==> src/rtl/sigchg_pkg.sv <==
package sigchg_pkg;

  // Register offsets on the register interface
  localparam int unsigned OFS_FALL = 0;
  localparam int unsigned OFS_RISE = 1;
  localparam int unsigned OFS_STAT = 2;

  // Strobes from control to datapath
  typedef struct packed {
    logic fallWe;
    logic riseWe;
    logic statClr;
  } regStrobe_t;

endpackage

==> src/rtl/sigchg_ctrl.sv <==
module sigchg_ctrl
  import sigchg_pkg::*;
#(
  parameter int ADDR_W = 4,
  parameter int DATA_W = 8,
  parameter int LINES  = 4
) (
  input  logic              clk,
  input  logic              rstN,
  input  logic [ADDR_W-1:0] busAddr,
  input  logic              busWe,
  input  logic              busRe,
  input  logic [LINES-1:0]  fallEnQ,
  input  logic [LINES-1:0]  riseEnQ,
  input  logic [LINES-1:0]  statusQ,
  output regStrobe_t        strobes,
  output logic [DATA_W-1:0] busRdata
);

  localparam int PAD_W = DATA_W - LINES;

  logic              selFall, selRise, selStat;
  logic [DATA_W-1:0] rdSel;

  assign selFall = (busAddr == ADDR_W'(OFS_FALL));
  assign selRise = (busAddr == ADDR_W'(OFS_RISE));
  assign selStat = (busAddr == ADDR_W'(OFS_STAT));

  always_comb begin
    strobes.fallWe  = busWe && selFall;
    strobes.riseWe  = busWe && selRise;
    strobes.statClr = busWe && selStat;
  end

  // Read mux: upper bits are zero-padded
  always_comb begin
    rdSel = '0;
    if (selFall)      rdSel = {{PAD_W{1'b0}}, fallEnQ};
    else if (selRise) rdSel = {{PAD_W{1'b0}}, riseEnQ};
    else if (selStat) rdSel = {{PAD_W{1'b0}}, statusQ};
  end

  always_ff @(posedge clk) begin
    if (!rstN)      busRdata <= '0;
    else if (busRe) busRdata <= rdSel;
  end

  // padding bits never appear on the read bus
  p_rd_pad_r8: assert property (@(posedge clk) disable iff (!rstN)
    busRdata[DATA_W-1:LINES] == '0);

  // read data holds without a read strobe
  p_rd_hold_r12: assert property (@(posedge clk) disable iff (!rstN)
    !busRe |=> $stable(busRdata));

endmodule

==> src/rtl/sigchg_datapath.sv <==
module sigchg_datapath
  import sigchg_pkg::*;
#(
  parameter int DATA_W = 8,
  parameter int LINES  = 4
) (
  input  logic              clk,
  input  logic              rstN,
  input  logic              manualMode,
  input  logic [LINES-1:0]  lineIn,
  input  logic [DATA_W-1:0] busWdata,
  input  regStrobe_t        strobes,
  output logic [LINES-1:0]  fallEnQ,
  output logic [LINES-1:0]  riseEnQ,
  output logic [LINES-1:0]  statusQ
);

  logic [LINES-1:0] syncA, syncB, prevQ;
  logic [LINES-1:0] fallHit, riseHit, events;

  // Per-line synchronizer and previous-sample flop
  for (genvar g = 0; g < LINES; g++) begin : gLine
    always_ff @(posedge clk) begin
      if (!rstN) begin
        syncA[g] <= 1'b0;
        syncB[g] <= 1'b0;
        prevQ[g] <= 1'b0;
      end else begin
        syncA[g] <= lineIn[g];
        syncB[g] <= syncA[g];
        prevQ[g] <= syncB[g];
      end
    end
  end

  assign fallHit = prevQ & ~syncB & fallEnQ;
  assign riseHit = ~prevQ & syncB & riseEnQ;
  assign events  = (fallHit | riseHit) & {LINES{manualMode}};

  always_ff @(posedge clk) begin
    if (!rstN) begin
      fallEnQ <= '0;
      riseEnQ <= '0;
      statusQ <= '0;
    end else begin
      if (strobes.fallWe) fallEnQ <= busWdata[LINES-1:0];
      if (strobes.riseWe) riseEnQ <= busWdata[LINES-1:0];
      // new events win over a same-cycle clear
      statusQ <= (strobes.statClr ? '0 : statusQ) | events;
    end
  end

  // bits are sticky unless cleared
  p_sticky_r6: assert property (@(posedge clk) disable iff (!rstN)
    !strobes.statClr |=> ((statusQ & $past(statusQ)) == $past(statusQ)));

  // no new bits outside manual mode
  p_no_manual_r5: assert property (@(posedge clk) disable iff (!rstN)
    !manualMode |=> ((statusQ & ~$past(statusQ)) == '0));

  // a clear with a coincident event leaves exactly that event
  p_event_wins_r7: assert property (@(posedge clk) disable iff (!rstN)
    strobes.statClr |=> (statusQ == $past(events)));

endmodule

==> src/rtl/sigchg_detector.sv <==
module sigchg_detector
  import sigchg_pkg::*;
#(
  parameter int ADDR_W = 4,
  parameter int DATA_W = 8,
  parameter int LINES  = 4
) (
  input  logic              clk,
  input  logic              rstN,
  input  logic              manualMode,
  input  logic              sigIntEn,
  input  logic [LINES-1:0]  lineIn,
  input  logic [ADDR_W-1:0] busAddr,
  input  logic [DATA_W-1:0] busWdata,
  input  logic              busWe,
  input  logic              busRe,
  output logic [DATA_W-1:0] busRdata,
  output logic              irq
);

  regStrobe_t       strobes;
  logic [LINES-1:0] fallEnQ, riseEnQ, statusQ;

  sigchg_ctrl #(.ADDR_W(ADDR_W), .DATA_W(DATA_W), .LINES(LINES)) uCtrl (
    .clk      (clk),
    .rstN     (rstN),
    .busAddr  (busAddr),
    .busWe    (busWe),
    .busRe    (busRe),
    .fallEnQ  (fallEnQ),
    .riseEnQ  (riseEnQ),
    .statusQ  (statusQ),
    .strobes  (strobes),
    .busRdata (busRdata)
  );

  sigchg_datapath #(.DATA_W(DATA_W), .LINES(LINES)) uData (
    .clk        (clk),
    .rstN       (rstN),
    .manualMode (manualMode),
    .lineIn     (lineIn),
    .busWdata   (busWdata),
    .strobes    (strobes),
    .fallEnQ    (fallEnQ),
    .riseEnQ    (riseEnQ),
    .statusQ    (statusQ)
  );

  assign irq = (|statusQ) && sigIntEn && manualMode;

  // gating inputs low force the interrupt low
  p_irq_gate_r9: assert property (@(posedge clk) disable iff (!rstN)
    (!sigIntEn || !manualMode) |-> !irq);

  // a raised interrupt persists until a clear or a gate drop
  p_irq_hold_r9: assert property (@(posedge clk) disable iff (!rstN)
    (irq && !strobes.statClr) |=> (irq || !sigIntEn || !manualMode));

endmodule

==> config.mk <==
export PLATFORM = sky130hd
export DESIGN_NAME = sigchg_detector
export DESIGN_NICKNAME = d
export VERILOG_FILES = /design/src/rtl/sigchg_pkg.sv /design/src/rtl/sigchg_ctrl.sv /design/src/rtl/sigchg_datapath.sv /design/src/rtl/sigchg_detector.sv
export SDC_FILE = /design/constraint.sdc
export NUM_CORES = 1
export LEC_CHECK = 0
export CORE_ASPECT_RATIO = 2
export CORE_MARGIN = 8
export CORE_UTILIZATION = 40
export DETAILED_ROUTE_END_ITERATION = 16
export DONT_BUFFER_PORTS = 1
export GPL_TIMING_DRIVEN = 0
export HOLD_SLACK_MARGIN = 0.08
export MAX_ROUTING_LAYER = met4
export PLACE_DENSITY = 0.58
export SYNTH_ARGS = -nofsm -noshare
export SYNTH_HDL_FRONTEND = slang
export SYNTH_SLANG_ARGS = --single-unit
==> constraint.sdc <==
create_clock -name clk -period 0.95 [get_ports clk]
set_input_delay 0.19 -clock clk [delete_from_list [all_inputs] [get_ports clk]]
set_output_delay 0.19 -clock clk [all_outputs]
set_load 0.02 [all_outputs]
* After elaboration in Yosys (flattened, before gate mapping)
Cells that the tools add are included.
** Word-level totals
- Register bits after elaboration :: 32
- Output and inout bits :: 9
** Cells by class
- Equal/unequal tests :: 2
- Mux-type cells :: 4
- Bitwise logic cells :: 9
- Reductions and logical operators :: 7
** Operators with widths (number)
- AND 4 bit :: 5
- 2-to-1 mux 8 bit :: 2
- 2-to-1 mux 4 bit :: 2
- inverter 4 bit :: 2
- bitwise OR 4 bit :: 2
- logical AND 1 bit :: 5
- equality test 4 x 1 -> 1 bit (second input constant) :: 1
- equality test 4 x 2 -> 1 bit (second input constant) :: 1
- zero test 4 bit :: 1
- OR reduction 4 bit :: 1

* Longest topological paths before layout
- Word-level depth :: 6
- Mapped depth :: 4

* Cells and area by module
A second synthesis with hierarchy kept.
** Unflattened totals
- Cell total of the unflattened synthesis :: 115
- Area total of the unflattened synthesis :: 1172.4 um^2
** Modules (own cells, without submodules)
- sigchg_datapath :: instances 1, cells each 74, area an instance 825.8 um^2
- sigchg_ctrl :: instances 1, cells each 38, area an instance 326.6 um^2
- sigchg_detector :: instances 1, cells each 3, area an instance 20.0 um^2

* Worst setup path after synthesis
No wires, ideal clock.
- Path type :: input to register
- Start :: input port busAddr[0]
- End :: register uData.fallEnQ[0]
- Setup time :: 0.072 ns
- Data arrival time :: 0.900 ns
- Path slack :: -0.022 ns
- Stages on the path :: 4
- Path buffers :: 2
- Cells stage by stage :: buf_6 and4bb_2 clkbuf_2 mux2i_1
** Between the ends
- Word-level cells in the longest chain between the ends :: 2
** RTL lines
- start: declaration :: RTL line sigchg_detector.sv:13 : input logic [ADDR_W-1:0] busAddr,
- zero test 4 bit :: RTL line sigchg_ctrl.sv:25 : assign selFall = (busAddr == ADDR_W'(OFS_FALL));
- logical AND 1 bit :: RTL line sigchg_ctrl.sv:30 : strobes.fallWe = busWe && selFall;
- end signal: assignment :: RTL line sigchg_datapath.sv:46 : if (strobes.fallWe) fallEnQ <= busWdata[LINES-1:0];
- end: declaration :: RTL line sigchg_datapath.sv:13 : output logic [LINES-1:0] fallEnQ,
No other way between the ends.
A chain may end at the register's enable or synchronous reset.

* Worst setup path after layout
- Start :: register uData.statusQ[3]
- End :: output port irq
** Between the ends
- Word-level cells in the longest chain between the ends :: 3
** RTL lines
- start: declaration :: RTL line sigchg_datapath.sv:15 : output logic [LINES-1:0] statusQ
- start signal: assignment :: RTL line sigchg_datapath.sv:49 : statusQ <= (strobes.statClr ? '0 : statusQ) | events;
- OR reduction 4 bit :: RTL line sigchg_detector.sv:49 : assign irq = (|statusQ) && sigIntEn && manualMode;
- logical AND 1 bit (2 in a row) :: RTL line sigchg_detector.sv:49
- end: declaration :: RTL line sigchg_detector.sv:18 : output logic irq
No other way between the ends.

==> impl_metrics.env <==
export IMPL_status="finished, violations left"
export IMPL_failed_checks="negative setup slack"
export IMPL_filler_cell_count=270
export IMPL_nets=160
export IMPL_worst_endpoint_arrival_ns=1.00
export IMPL_count_of_input_and_output_buffers=0
export IMPL_groute_layer_met2_usage=0.176
export IMPL_drt_antenna_violating_nets=0
export IMPL_finalSetupTns_ns=-0.241
export IMPL_totalWireLength_mm=2.44
export IMPL_net_switching_power_mw=0.428
export IMPL_finalWeightedCongestion=0.802
export IMPL_numClockSinks=28
export IMPL_critical_path_startpoint_type="register"
export IMPL_insertion_delay_ns=0.27
export IMPL_cts_buffer_depth=2
export IMPL_grt_usage=0.102
export IMPL_fin_worst_setup_slack_ns=-0.241
export IMPL_syn_cell_area_um2=1150
export IMPL_ys_warnings_count=0
export IMPL_via_count_of_the_first_global_routing_pass=888
export IMPL_critical_path_startpoint="uData.statusQ[3]"
export IMPL_busiest_layer="met2"
export IMPL_die_area_um2=4950
export IMPL_post_place_ws_ns=-0.156
export IMPL_comb_power_share=0.077
export IMPL_synth_yosys_seq_area_share=0.488
export IMPL_placed_cells_incl_taps=152
export IMPL_power_share_sequential=0.608
export IMPL_synthToLayoutAreaGrowth_pct=20.4
export IMPL_die_height_um=91.8
export IMPL_clk_pin_slew_ns=0.09
export IMPL_timing_fmax_mhz=840
export IMPL_antenna_found_initial=0
export IMPL_setup_violations_final=1
export IMPL_cellInternalPower_mw=1.56
export IMPL_drtIter0Drc=23
export IMPL_synth_adder_area_share=0
export IMPL_num_vias=867
export IMPL_largest_family_of_logic_cells_by_synthesized_area="simple AND/OR/NAND/NOR gates"
export IMPL_peakVddDrop_mv=0.909
export IMPL_synthMuxAreaShare=0.105
export IMPL_cts_root_buf="clkbuf_8"
export IMPL_detailedPlacementHpwl_mm=1.82
export IMPL_switching_share=0.215
export IMPL_reg2reg_depth=3
export IMPL_drc=0
export IMPL_core_area_um2=2740
export IMPL_rows=27
export IMPL_min_delay_worst_endpoint="uData.fallEnQ[2]"
export IMPL_worstReg2RegEnd="uCtrl.busRdata[2]"
export IMPL_initial_core_util=0.420
export IMPL_synthDistinctLibCells=22
export IMPL_io_pins=31
export IMPL_gr_usage_met1=0.0971
export IMPL_layout_cells_most_common="dfxtp_1"
export IMPL_worst_hold_path_num_cells=2
export IMPL_holdCritPathClass="in2reg"
export IMPL_synthesis_instances=120
export IMPL_n_antenna_cell=0
export IMPL_dr_pass1_iterations=6
export IMPL_pwr_density_cell_nw_per_um2=1440
export IMPL_layout_cells_most_common_list="19 x dfxtp_1, 17 x nand2_1, 13 x and2_1"
export IMPL_routed_via_density=5.25
export IMPL_final_period_utilization=1.25
export IMPL_synthSimpleGateAreaFrac=0.249
export IMPL_critical_path_max_fanout=2
export IMPL_synth_compound_area_share=0.105
export IMPL_worstSetupEndpointType="primary output"
export IMPL_tritoncts_num_buffers=3
export IMPL_grt_max_degree=15
export IMPL_min_from="busWdata[2]"
export IMPL_fin_cells=165
export IMPL_setup_repair_after_global_routing_missed_its_margin="true"
export IMPL_wire_length_of_the_first_global_routing_pass_mm=3.73
export IMPL_final_hold_viol_count=0
export IMPL_timing_critical_path_required_ns=0.76
export IMPL_syn_area_per_cell_um2=9.57
export IMPL_clock_power_share=0.316
export IMPL_min_period_ns=1.19
export IMPL_synth_ff_latch_count=28
export IMPL_xor_xnor_share_of_the_synthesized_area=0
export IMPL_die_w_um=53.9
export IMPL_global_route_usage_met3=0.0162
export IMPL_critical_path_reg2reg_startpoint="uCtrl.busRdata[2]"
export IMPL_r2r_setup_slack_ns=0.05
export IMPL_final_max_slew_violation_count=0
export IMPL_p_leak_nw=0.542
export IMPL_htree_num_levels=1
export IMPL_layout_core_utilization=0.505
export IMPL_cts_tree="yes"
export IMPL_global_route_overflow_total=0
export IMPL_criticalPathCategory="reg2out"
export IMPL_fin_total_pwr_mw=1.99
export IMPL_fin_worst_skew_ns=0.00123
export IMPL_max_cap_viol_count=0
export IMPL_drive_above_1_share=0.213
export IMPL_drt_wirelength_per_cell_um=14.8
==> what timing repair did <==
action                     in CTS  in global routing
hold buffers                    8                  1
hold endpoints to repair       11                  1
pin swaps                       2                  0
setup buffers                   1                  0
setup endpoints to repair       3                  5
resized for setup               6                  8
==> sequential cells by signal, indices dropped and copies added, names as in the netlist <==
| signal | flops |
|---|---|
| uData.riseEnQ | 4 |
| uData.prevQ | 4 |
| uData.fallEnQ | 4 |
| uData.statusQ | 4 |
| uData.syncB | 4 |
| uData.syncA | 4 |
| uCtrl.busRdata | 4 |
==> final cells by class <==
type                            count  area (um^2)  share of cell area
Clock buffer                        3         41.3              0.0299
Sequential cell                    28          572               0.414
Timing Repair Buffer               10          100              0.0724
Multi-Input combinational cell     86          567               0.410
Buffer                              9         66.3              0.0480
Tap cell                           29         36.3              0.0262
==> power by group through the flow <==
stage	logic, mW	registers (mW)	clock network [mW]
2_1_floorplan	0.102	1.23	0
3_3_place_gp	0.119	1.24	0
3_5_place_dp	0.121	1.24	0
4_1_cts	0.149	1.21	0.654
5_1_grt	0.168	1.21	0.679
6_report	0.152	1.21	0.628
==> worst max-delay path by stage <==
stage	endpoint	cells past startpoint
after floorplan	uData.fallEnQ[0]	4
after detailed placement	uData.riseEnQ[2]	3
after global routing	irq	2
after global placement	uData.riseEnQ[3]	3
final	irq	2
after CTS	irq	2
==> cells in the mapped netlist, drive strengths merged <==
cell    count  share of area
dfxtp      28           0.49
nand2      17          0.056
and2       13          0.071
mux2i      12           0.10
a21oi       8          0.035
o21ai       8          0.035
buf         5          0.036
nor2b       5          0.034
a32o        4          0.035
clkbuf      4          0.014
nand3b      4          0.026
or2         4          0.022
nor2        2         0.0065
and4bb      1          0.011
conb        1         0.0033
nand3       1         0.0044
nand4b      1         0.0076
nor3b       1         0.0065
nor4        1         0.0055
==> worst max-delay path: stages, from the launching register on <==
cell and delay [ns]:
dfxtp_2 0.34, nor4_4 0.27, nor2_2 0.12
==> logic make-up after synthesis <==
| family | Yosys count |
|---|---|
| other | 1 |
| AO/OA/AOI/OAI | 20 |
| buffers and inverters | 9 |
| flip-flops | 28 |
| multiplexers | 12 |
| AND/OR/NAND/NOR | 50 |
==> metal layers <==
metal | share of wire | up-vias
li1 | - | 434
met1 | 0.37 | 400
met2 | 0.54 | 26
met3 | 0.063 | 7
met4 | 0.034 | 0
met5 | 0 | -
==> stage by stage <==
stage          instance area (um^2)  hold slack (ns)
2_1_floorplan                  1170            0.317
4_1_cts                        1350           0.0808
3_5_place_dp                   1210            0.322
6_report                       1380           0.0818
5_1_grt                        1380           0.0895
3_3_place_gp                   1210            0.320
(Power assumes the default switching activity.)
